<file path="src/rtl/icwSeqPkg.sv">
package icwSeqPkg;
  localparam int DATA_W = 8;
  localparam int VEC_W  = 5;

  typedef enum logic [2:0] {
    ST_UNINIT = 3'd0,
    ST_WANT2  = 3'd1,
    ST_WANT3  = 3'd2,
    ST_WANT4  = 3'd3,
    ST_READY  = 3'd4
  } seqState_t;

  typedef struct packed {
    logic capW1;
    logic capW2;
    logic capW3;
    logic capW4;
    logic fireOcw2;
    logic fireOcw3;
  } seqStrobes_t;
endpackage

</file>
<file path="src/rtl/icwSeqCtrl.sv">
module icwSeqCtrl
  import icwSeqPkg::*;
(
  input  logic              clk,
  input  logic              rstN,
  input  logic              wrEn,
  input  logic              addrOdd,
  input  logic [DATA_W-1:0] wrData,
  output seqStrobes_t       stb,
  output logic              initDone
);
  localparam int SEL_BIT = 4;
  localparam int OCW_BIT = 3;

  seqState_t state, stateNext;

  logic baseWr, oddWr, isFirst;
  assign baseWr  = wrEn && !addrOdd;
  assign oddWr   = wrEn && addrOdd;
  assign isFirst = baseWr && wrData[SEL_BIT];

  always_comb begin
    stb       = '0;
    stateNext = state;
    if (isFirst) begin
      stb.capW1 = 1'b1;
      stateNext = ST_WANT2;
    end else begin
      unique case (state)
        ST_WANT2: if (oddWr) begin stb.capW2 = 1'b1; stateNext = ST_WANT3; end
        ST_WANT3: if (oddWr) begin stb.capW3 = 1'b1; stateNext = ST_WANT4; end
        ST_WANT4: if (oddWr) begin stb.capW4 = 1'b1; stateNext = ST_READY; end
        ST_READY: if (baseWr) begin
          stb.fireOcw2 = !wrData[OCW_BIT];
          stb.fireOcw3 = wrData[OCW_BIT];
        end
        default: ;
      endcase
    end
  end

  always_ff @(posedge clk) begin
    if (!rstN) state <= ST_UNINIT;
    else       state <= stateNext;
  end

  assign initDone = (state == ST_READY);

  a_r2_first_restarts: assert property (@(posedge clk) disable iff (!rstN)
    (wrEn && !addrOdd && wrData[SEL_BIT]) |=> (state == ST_WANT2 && !initDone));
  a_r3_done_after_w4: assert property (@(posedge clk) disable iff (!rstN)
    (state == ST_WANT4 && wrEn && addrOdd) |=> initDone);
  a_r1_odd_ignored_uninit: assert property (@(posedge clk) disable iff (!rstN)
    (state == ST_UNINIT && !(wrEn && !addrOdd)) |=> (state == ST_UNINIT));
  a_r9_base_no_advance: assert property (@(posedge clk) disable iff (!rstN)
    (state != ST_READY && wrEn && !addrOdd && !wrData[SEL_BIT]) |=> $stable(state));
  a_r8_strobe_exclusive: assert property (@(posedge clk) disable iff (!rstN)
    $onehot0({stb.capW1, stb.capW2, stb.capW3, stb.capW4, stb.fireOcw2, stb.fireOcw3}));
endmodule

</file>
<file path="src/rtl/icwSeqData.sv">
module icwSeqData
  import icwSeqPkg::*;
#(
  parameter bit IS_SLAVE = 1'b0
) (
  input  logic              clk,
  input  logic              rstN,
  input  logic [DATA_W-1:0] wrData,
  input  seqStrobes_t       stb,
  output logic [VEC_W-1:0]  vecBase,
  output logic [DATA_W-1:0] cascadeCfg,
  output logic              protoErr,
  output logic              ocw2Strobe,
  output logic              ocw3Strobe,
  output logic [DATA_W-1:0] ocwData
);
  localparam int LOW_W = DATA_W - VEC_W;
  localparam logic [DATA_W-1:0] SLAVE_W3 = DATA_W'(8'h04);

  logic w1Bad, w2Bad, w3Bad;
  assign w1Bad = (wrData[7:5] != 3'b000) || wrData[1] || !wrData[0];
  assign w2Bad = (wrData[LOW_W-1:0] != '0);

  generate
    if (IS_SLAVE) begin : g_slaveChk
      assign w3Bad = (wrData != SLAVE_W3);
    end else begin : g_masterChk
      assign w3Bad = 1'b0;
    end
  endgenerate

  always_ff @(posedge clk) begin
    if (!rstN) begin
      vecBase    <= '0;
      cascadeCfg <= '0;
      protoErr   <= 1'b0;
      ocw2Strobe <= 1'b0;
      ocw3Strobe <= 1'b0;
      ocwData    <= '0;
    end else begin
      ocw2Strobe <= stb.fireOcw2;
      ocw3Strobe <= stb.fireOcw3;
      if (stb.fireOcw2 || stb.fireOcw3) ocwData <= wrData;
      if (stb.capW1)      protoErr <= w1Bad;
      else if (stb.capW2) protoErr <= protoErr | w2Bad;
      else if (stb.capW3) protoErr <= protoErr | w3Bad;
      if (stb.capW2) vecBase    <= wrData[DATA_W-1:LOW_W];
      if (stb.capW3) cascadeCfg <= wrData;
    end
  end

  a_r4_vec_holds: assert property (@(posedge clk) disable iff (!rstN)
    !stb.capW2 |=> $stable(vecBase));
  a_r5_cas_holds: assert property (@(posedge clk) disable iff (!rstN)
    !stb.capW3 |=> $stable(cascadeCfg));
  a_r8_ocw_onehot: assert property (@(posedge clk) disable iff (!rstN)
    $onehot0({ocw2Strobe, ocw3Strobe}));
  a_r7_err_sticky: assert property (@(posedge clk) disable iff (!rstN)
    (protoErr && !stb.capW1) |=> protoErr);
endmodule

</file>
<file path="src/rtl/icwInitSeq.sv">
module icwInitSeq
  import icwSeqPkg::*;
#(
  parameter bit IS_SLAVE = 1'b0
) (
  input  logic        clk,
  input  logic        rstN,
  input  logic        wrEn,
  input  logic        addrOdd,
  input  logic [7:0]  wrData,
  output logic        initDone,
  output logic [4:0]  vecBase,
  output logic [7:0]  cascadeCfg,
  output logic        protoErr,
  output logic        ocw2Strobe,
  output logic        ocw3Strobe,
  output logic [7:0]  ocwData
);
  seqStrobes_t stb;

  icwSeqCtrl u_ctrl (
    .clk(clk), .rstN(rstN), .wrEn(wrEn), .addrOdd(addrOdd),
    .wrData(wrData), .stb(stb), .initDone(initDone)
  );

  icwSeqData #(.IS_SLAVE(IS_SLAVE)) u_data (
    .clk(clk), .rstN(rstN), .wrData(wrData), .stb(stb),
    .vecBase(vecBase), .cascadeCfg(cascadeCfg), .protoErr(protoErr),
    .ocw2Strobe(ocw2Strobe), .ocw3Strobe(ocw3Strobe), .ocwData(ocwData)
  );

  a_r10_odd_after_done: assert property (@(posedge clk) disable iff (!rstN)
    (initDone && wrEn && addrOdd) |=> ($stable(vecBase) && $stable(cascadeCfg) && initDone));
endmodule

</file>
<file path="config.mk">
export PLATFORM = sky130hd
export DESIGN_NAME = icwInitSeq
export DESIGN_NICKNAME = d
export VERILOG_FILES = /design/src/rtl/icwSeqPkg.sv /design/src/rtl/icwSeqCtrl.sv /design/src/rtl/icwSeqData.sv /design/src/rtl/icwInitSeq.sv
export SDC_FILE = /design/constraint.sdc
export NUM_CORES = 1
export LEC_CHECK = 0
export BUFFER_PORTS_ARGS = -buffer_cell sky130_fd_sc_hd__buf_4
export CORE_MARGIN = 2
export CORE_UTILIZATION = 35
export DETAILED_ROUTE_END_ITERATION = 16
export GPL_ROUTABILITY_DRIVEN = 0
export PLACE_DENSITY = 0.62
export SYNTH_ARGS = -nofsm -noshare
export SYNTH_HDL_FRONTEND = slang
export SYNTH_HIERARCHICAL = 1
export SYNTH_SLANG_ARGS = --single-unit
</file>
<file path="constraint.sdc">
create_clock -name clk -period 5.25 [get_ports clk]
set_clock_uncertainty 0.15 [all_clocks]
set_input_delay 1.575 -clock clk [delete_from_list [all_inputs] [get_ports clk]]
set_output_delay 1.575 -clock clk [all_outputs]
set_load 0.05 [all_outputs]
</file>
==> Yosys cells after proc, flatten, opt, wreduce, memory -nomap -nowiden <==
Cells that the tools add are included.
{ "op_classes": {"n_eq_ne": 10, "n_mux": 15, "bitwise": 2, "reduce_logical": 17} }
{ "ops": {"columns": ["operator", "n"], "rows": [
  ["$mux W3", 3],
  ["$ne A3 B1 Y1 const B", 3],
  ["$pmux W3 S3", 1],
  ["$reduce_bool A3 Y1", 3],
  ["$mux W1", 8],
  ["$reduce_and A4 Y1", 2],
  ["$eq A3 B2 Y1 const B", 2],
  ["$ne A2 B1 Y1 const B", 3],
  ["$mux W5", 1],
  ["$mux W2", 2],
  ["$reduce_bool A4 Y1", 1],
  ["$eq A3 B1 Y1 const B", 1],
  ["$eq A3 B3 Y1 const B", 1],
  ["$logic_and A1 B1 Y1", 3],
  ["$logic_not A1 Y1", 3],
  ["$logic_or A1 B1 Y1", 3],
  ["$reduce_bool A2 Y1", 1],
  ["$reduce_or A2 Y1", 1],
  ["$not A1 Y1", 1],
  ["$or A1 B1 Y1", 1]
]} }
{ "totals": {"regBits": 27, "elab_cells": 52} }

==> Logic depth before layout (Yosys ltp) <==
Gate-level depths: netlist of run 1.
{ "depth": {"word_depth": 7, "depth_mapped": 6, "depth_no_buf": 5} }

==> Cells and area by module <==
The synthesis of run 1 kept the hierarchy.
{ "by_module_without_submodules": {"columns": ["module", "instances", "cells_per_inst", "area_each_um2", "seq_area_each_um2"], "rows": [
  ["icwSeqData", 1, 86, 900.9, 480.5],
  ["icwSeqCtrl", 1, 22, 203.9, 60.1]
]} }

==> Worst setup path after synthesis of run 1 <==
OpenSTA, ideal clock, no wires.
{ "synth_path": {"path_type": "input port to flip-flop", "from": "input addrOdd", "to": "register u_data.ocwData[0]", "setup_time_ns": 0.124, "t_arrival_ns": 2.517, "t_required_ns": 4.976, "path_slack_ns": 2.459, "path_stages": 5, "path_buffers": 0, "path_cell_list": "nand2b_1 -> nor4b_2 -> nor2_4 -> nand2_1 -> a21boi_0"} }
{ "synth_rtl": {"columns": ["element", "line", "rtl"], "rows": [
  ["from (decl)", "icwInitSeq.sv:9", "input logic addrOdd,"],
  ["to (signal assigned)", "icwSeqData.sv:43", "if (stb.fireOcw2 || stb.fireOcw3) ocwData <= wrData;"],
  ["to (decl)", "icwSeqData.sv:15", "output logic [DATA_W-1:0] ocwData"]
]} }

==> results.json, run 1 <==
{
  "outcome": "finished clean",
  "clockBufferDepth": 2,
  "fmax_ghz": 0.346,
  "place_inst": 183,
  "met2_usage_pct": 22.2,
  "synth_top_family_by_area": "simple AND/OR/NAND/NOR gates",
  "totalNegativeSetupSlack_ns": 0,
  "synth_compound_area_share_pct": 12.5,
  "synth.distinct_cells": 28,
  "grt_pass1_wl_um": 3860,
  "hold_viol_final": 0,
  "start_util_pct": 36.5,
  "clock-sinks": 27,
  "synthCells": 108,
  "dp_hpwl_um": 1720,
  "gr-total-overflow": 0,
  "power_mw": 0.320,
  "ys_ff_latch": 27,
  "tightestPinTransition_ns": 0.926,
  "num_antenna_cells": 0,
  "setup_violations": 0,
  "p_per_area_mw_per_mm2": 223,
  "cp_data_arrival_time_ns": 2.98,
  "worstSkewPairLatency_ns": 0.31,
  "htreeDepth": 1,
  "crit_family": "simple AND/OR/NAND/NOR gates",
  "rows": 20,
  "port_buffers": 36,
  "placed_area_mm2": 0.00141,
  "grt_pass1_vias": 856,
  "fin_hold_ws_ns": 0.311,
  "post_cts_resized": 0,
  "critical_path_class": "in2reg",
  "wl_per_cell_um": 12.7,
  "slowest_delay_ns": 0.72,
  "endpoint_kind": "flip-flop",
  "track_usage_pct": 14.1,
  "grt_use_met3_pct": 3.46,
  "routed_via_density": 4.73,
  "ys_warn_count": 6,
  "drcViolationCount": 0,
  "worstPathRequired_ns": 5.34,
  "drt-initial-drc-count": 36,
  "core_area_mm2": 0.00303,
  "drive_above_1_share_pct": 31.5,
  "avgSynthCellArea_um2": 10.2,
  "cts-root-buf": "clkbuf_4",
  "die_x_um": 60.2,
  "seq_area_frac_synth_pct": 48.9,
  "crit_chain": "buf_4 -> nand2b_1 -> nor4b_2 -> o21ai_0 -> a21boi_0",
  "grtUsageMet1_pct": 19.1,
  "synthXorXnorAreaFrac_pct": 0.793,
  "postCtsHoldBufs": 0,
  "synthAdderAreaFrac_pct": 0,
  "syn_area_mm2": 0.00110,
  "final_core_util_pct": 47.4,
  "muxShareOfSynthArea_pct": 11.8,
  "firstDrtPassIters": 4,
  "postCtsSetupBuffers": 0,
  "setup_slack_ns": 2.36,
  "timing.slew.headroom_pct": 38.0,
  "synth-simple-area-share_pct": 22.7,
  "ios": 37,
  "crit_path_start_kind": "input pin",
  "max-cap-violations": 0,
  "report.final.slew_viol_count": 0,
  "layout.cells.non_filler": 187,
  "critPathSlowestCell": "nor4b_2",
  "top_usage_layer": "met2",
  "cp_num_buf_inv": 1,
  "synth_nets": 120,
  "peakVddDrop_v": 0.000103,
  "fp.dieH_um": 60.2,
  "antenna_found_initial": 0,
  "cp_max_fo": 10,
  "period_minus_slack_ns": 2.89,
  "hold_path_class": "reg2reg",
  "mostFrequentLayoutCells": "buf_4 (37), dfxtp_1 (27), mux2i_1 (13), nor2b_1 (13), nand2_1 (9)",
  "vias": 884,
  "die_area_mm2": 0.00362,
  "layout.nets": 156,
  "stdcell_area_mm2": 0.00143,
  "syn2layout_area_growth_pct": 29.8,
  "drtAntennaViolNets": 0,
  "rsz0062_at_grt": "false",
  "tritoncts": "built",
  "p_leak_nw": 0.558,
  "pre_cts_ws_ns": 2.05,
  "min_period_over_period_pct": 55.1,
  "cts.clk_slew.worst_paths_ns": 0.13,
  "grt_max_degree": 27,
  "final_common_cell": "buf_4",
  "cts_buffers": 3,
  "drt-total-wl_um": 2380
}
synth_stat cells:
library cell	count	share of area (%)
buf_4	1	0.68
nor4b_2	1	1.4
nor2_2	1	0.57
a21boi_1	2	1.4
mux2i_1	13	12
nor3_2	1	0.91
xnor2_1	1	0.79
nand2_1	9	3.1
nand4b_1	2	1.6
inv_1	2	0.68
nor2_1	2	0.68
a21boi_0	6	4.1
dfxtp_1	27	49
nor2_4	1	1.0
o21ba_1	1	0.91
nand2b_1	1	0.57
o21ai_0	8	3.6
nand3b_1	2	1.4
nor4bb_1	1	0.91
o311a_1	1	0.91
and2_1	2	1.1
o31a_1	2	1.6
and2_0	1	0.57
nor2b_1	13	7.4
nor3_1	1	0.45
buf_2	3	1.4
clkbuf_1	2	0.68
nor3b_2	1	1.1
area by class of cell:
cell class / count / area, um2
Inverter: 2 / 7.51
Tap cell: 44 / 55.1
Fill cell: 296 / 1590
Sequential cell: 27 / 541
Multi-Input combinational cell: 73 / 527
Timing Repair Buffer: 37 / 278
Clock buffer: 4 / 26.3
where the power goes:
| group | total, mW | switching, mW | internal (mW) |
|---|---|---|---|
| Sequential | 0.208 | 0.00126 | 0.207 |
| Clock | 0.0844 | 0.0548 | 0.0296 |
| Combinational | 0.0273 | 0.0149 | 0.0124 |
routing by layer:
metal  share of wire, %  wire, um
met5                  0         0
met2                 46      1100
met3                7.4       176
met4                  0         0
met1                 46      1100
path summary, 6_finish.rpt:
path | from | to | slack [ns] | depth (start not counted)
setup reg to reg | u_ctrl/state[2]$_SDFFE_PP0P_ | u_data/ocwData[3]$_SDFFE_PN0P_ | 3.30 | 4
hold / removal | u_data/ocwData[2]$_SDFFE_PN0P_ | u_data/ocwData[2]$_SDFFE_PN0P_ | 0.31 | 2
hold reg to reg | u_data/ocwData[2]$_SDFFE_PN0P_ | u_data/ocwData[2]$_SDFFE_PN0P_ | 0.31 | 2
setup / recovery | addrOdd | u_data/ocwData[3]$_SDFFE_PN0P_ | 2.36 | 5
worst reg2reg max path, delay by kind of cell, from the launching register on:
| kind | cells | cell delay (ns) |
|---|---|---|
| AO/OA/AOI/OAI | 2 | 0.41 |
| flip-flops | 1 | 0.38 |
| AND/OR/NAND/NOR | 2 | 0.94 |
state kept, by name, indices dropped and copies added (netlist names):
signal             flops
u_ctrl/state           3
u_data/ocw3Strobe      1
u_data/ocwData         8
u_data/protoErr        1
u_data/ocw2Strobe      1
u_data/vecBase         5
u_data/cascadeCfg      8
cell families after synthesis:
family	count (synthesis)
AOI/OAI and AO/OA	20
xor gates and xnor gates	1
buffers and inverters	8
DFF	27
muxes	13
and+or+nand+nor	39
Note: power is estimated with default switching activity, not from simulation.
==> run 2, diff against run 1 <==
--- a/config.mk
+++ b/config.mk
@@ -5,12 +5,13 @@
 export SDC_FILE = /design/constraint.sdc
 export NUM_CORES = 1
 export LEC_CHECK = 0
+export ABC_AREA = 1
 export BUFFER_PORTS_ARGS = -buffer_cell sky130_fd_sc_hd__buf_4
 export CORE_MARGIN = 2
 export CORE_UTILIZATION = 35
 export DETAILED_ROUTE_END_ITERATION = 16
 export GPL_ROUTABILITY_DRIVEN = 0
-export PLACE_DENSITY = 0.62
+export PLACE_DENSITY = 0.65
 export SYNTH_ARGS = -nofsm -noshare
 export SYNTH_HDL_FRONTEND = slang
 export SYNTH_HIERARCHICAL = 1
==> constraint.sdc (replaced) <==
create_clock -name clk -period 2.4 [get_ports clk]
set_clock_uncertainty 0.15 [all_clocks]
set_input_delay 0.72 -clock clk [delete_from_list [all_inputs] [get_ports clk]]
set_output_delay 0.72 -clock clk [all_outputs]
set_load 0.05 [all_outputs]
==> results.json, run 2 <==
{
  "track_usage_pct": 15.1,
  "drt-total-wl_um": 2350,
  "period_minus_slack_ns": 2.00,
  "num_antenna_cells": 0,
  "critPathSlowestCell": "dfxtp_1",
  "avgSynthCellArea_um2": 7.40,
  "synth.distinct_cells": 17,
  "synth_edf_count": 0,
  "yosys_most_used_dff": "dfxtp_1",
  "die_area_mm2": 0.00353,
  "gr-total-overflow": 0,
  "p_sw_mw": 0.170,
  "syn_area_mm2": 0.00107,
  "grt_pass1_wl_um": 4050,
  "timing.slew.headroom_pct": 83.0,
  "clock-sinks": 27,
  "antenna_found_initial": 0,
  "critical_path_class": "reg2out",
  "rsz0062_at_grt": "false",
  "clockBufferDepth": 2,
  "async_flop_share_pct": 0,
  "fin_hold_ws_ns": 0.348,
  "hold_depth": 2,
  "synth.most_common_cell": "nor2_1",
  "swShare_pct": 23.8,
  "crit_chain": "nor3_2 -> buf_4",
  "p_per_area_mw_per_mm2": 519,
  "largestRegisters": "u_data/cascadeCfg: 8 flops, u_data/ocwData: 8 flops, u_data/vecBase: 5 flops",
  "peakVddDrop_v": 0.000180,
  "postCtsSetupBuffers": 0,
  "setup_violations": 0,
  "start_util_pct": 36.1,
  "synth_top_area_share_pct": 50.3,
  "stdcell_area_mm2": 0.00138,
  "placed_area_mm2": 0.00135,
  "hold_path_class": "reg2reg",
  "tightestPinTransition_ns": 0.254,
  "ys_ff_latch": 27,
  "p_leak_nw": 0.711,
  "p_comb_share_pct": 9.6,
  "drcViolationCount": 0,
  "tritoncts": "built",
  "syn2layout_area_growth_pct": 28.3,
  "final_common_cell": "nor2_1",
  "yosysTopAreaCell": "dfxtp_1",
  "drive_above_1_share_pct": 26.4,
  "drtAntennaViolNets": 0,
  "layout.nets": 195,
  "min_period_over_period_pct": 83.2,
  "fmax_ghz": 0.501,
  "cp_max_fo": 5,
  "endpoint_kind": "primary output",
  "max-cap-violations": 0,
  "report.final.slew_viol_count": 0,
  "ys_warn_count": 6,
  "synth_nets": 157,
  "post_cts_resized": 0,
  "vias": 996,
  "routed_via_density": 4.63,
  "cp_data_arrival_time_ns": 1.13,
  "cts-root-buf": "clkbuf_4",
  "die_x_um": 59.4,
  "outcome": "finished clean",
  "rr_worst_depth": 7,
  "htreeDepth": 1,
  "synthTopCellsByCount": "nor2_1 (49), dfxtp_1 (27), o21ai_0 (18)",
  "fp.dieH_um": 59.4,
  "worstSkewPairLatency_ns": 0.31,
  "grt_max_degree": 27,
  "totalNegativeSetupSlack_ns": 0,
  "cts.clk_slew.worst_paths_ns": 0.13,
  "dp_hpwl_um": 1850,
  "synth_area_leaders": "dfxtp_1 (50%), nor2_1 (17%), o21ai_0 (8.4%), inv_1 (4.9%), nand2_1 (3.8%)",
  "core_area_mm2": 0.00298,
  "hold_viol_final": 0,
  "postCtsHoldBufs": 0,
  "cts_buffers": 3,
  "mostFrequentLayoutCells": "nor2_1 (49), buf_4 (37), dfxtp_1 (27)",
  "seq_power_share_pct": 64.0,
  "grt_pass1_vias": 954,
  "firstDrtPassIters": 4,
  "port_buffers": 36,
  "rows": 20,
  "wl_per_cell_um": 10.9,
  "power.internal_mw": 0.544,
  "seq_area_frac_synth_pct": 50.3,
  "slowest_delay_ns": 0.38,
  "ios": 37,
  "crit_path_start_kind": "flip-flop",
  "synthCells": 145,
  "clkPwrFrac_pct": 26.5,
  "drt-initial-drc-count": 40,
  "fillers": 320,
  "worstPathRequired_ns": 1.53
}
## run 2: worst paths after layout
kind,startpoint,to,slack (ns)
max reg2reg,u_ctrl/state[1]$_SDFFE_PP0P_,u_data/ocwData[6]$_SDFFE_PN0P_,0.90
min,u_data/ocwData[4]$_SDFFE_PN0P_,u_data/ocwData[4]$_SDFFE_PN0P_,0.35
max,u_ctrl/state[1]$_SDFFE_PP0P_,initDone,0.40
min reg2reg,u_data/ocwData[4]$_SDFFE_PN0P_,u_data/ocwData[4]$_SDFFE_PN0P_,0.35
## run 2: cells by family after synthesis
family                 synth area share [%]
AND/OR/NAND/NOR                        28.7
buffers and inverters                  9.79
AO/OA/AOI/OAI                          11.2
flip-flops                             50.3
## run 2: layout make-up
class / count / area (um2) / share of cell area [%]
flip-flops and latches: 27 / 541 / 39.2
inverters: 17 / 63.8 / 4.63
multi-input cells: 97 / 428 / 31.1
well taps: 33 / 41.3 / 3.00
repair buffers: 37 / 278 / 20.2
clock buffers: 4 / 26.3 / 1.91
## run 2: power groups by stage
stage | combinational [mW] | clock, mW | sequential (mW)
final | 0.0683 | 0.189 | 0.457
after global routing | 0.0759 | 0.218 | 0.458
after CTS | 0.0689 | 0.197 | 0.457
after detailed placement | 0.0688 | 0 | 0.467
after global placement | 0.0681 | 0 | 0.466
after floorplan | 0.0264 | 0 | 0.479
## run 2: worst max-delay path: cells and delay by family, from the launching register on
kind | cells | cell delay (ns)
buffers and inverters | 1 | 0.23
flip-flops | 1 | 0.38
AND/OR/NAND/NOR | 1 | 0.21
## run 2: routing by layer
layer	vias to the layer above	GRT usage, %	wire [um]
li1	524	-	-
met3	2	1.75	94
met2	24	24.8	1160
met1	446	19.2	1060
met4	0	7.79	31
met5	-	0	0
## run 2: metrics by stage
stage          utilization (%)  power, mW  setup WS (ns)  cells
6_report                  46.3      0.714          0.404    215
5_1_grt                   46.3      0.752          0.287    215
4_1_cts                   46.3      0.723          0.370    215
3_5_place_dp              45.4      0.536          0.510    211
3_3_place_gp              45.4      0.535          0.545    211
2_1_floorplan                -      0.505          0.415    145
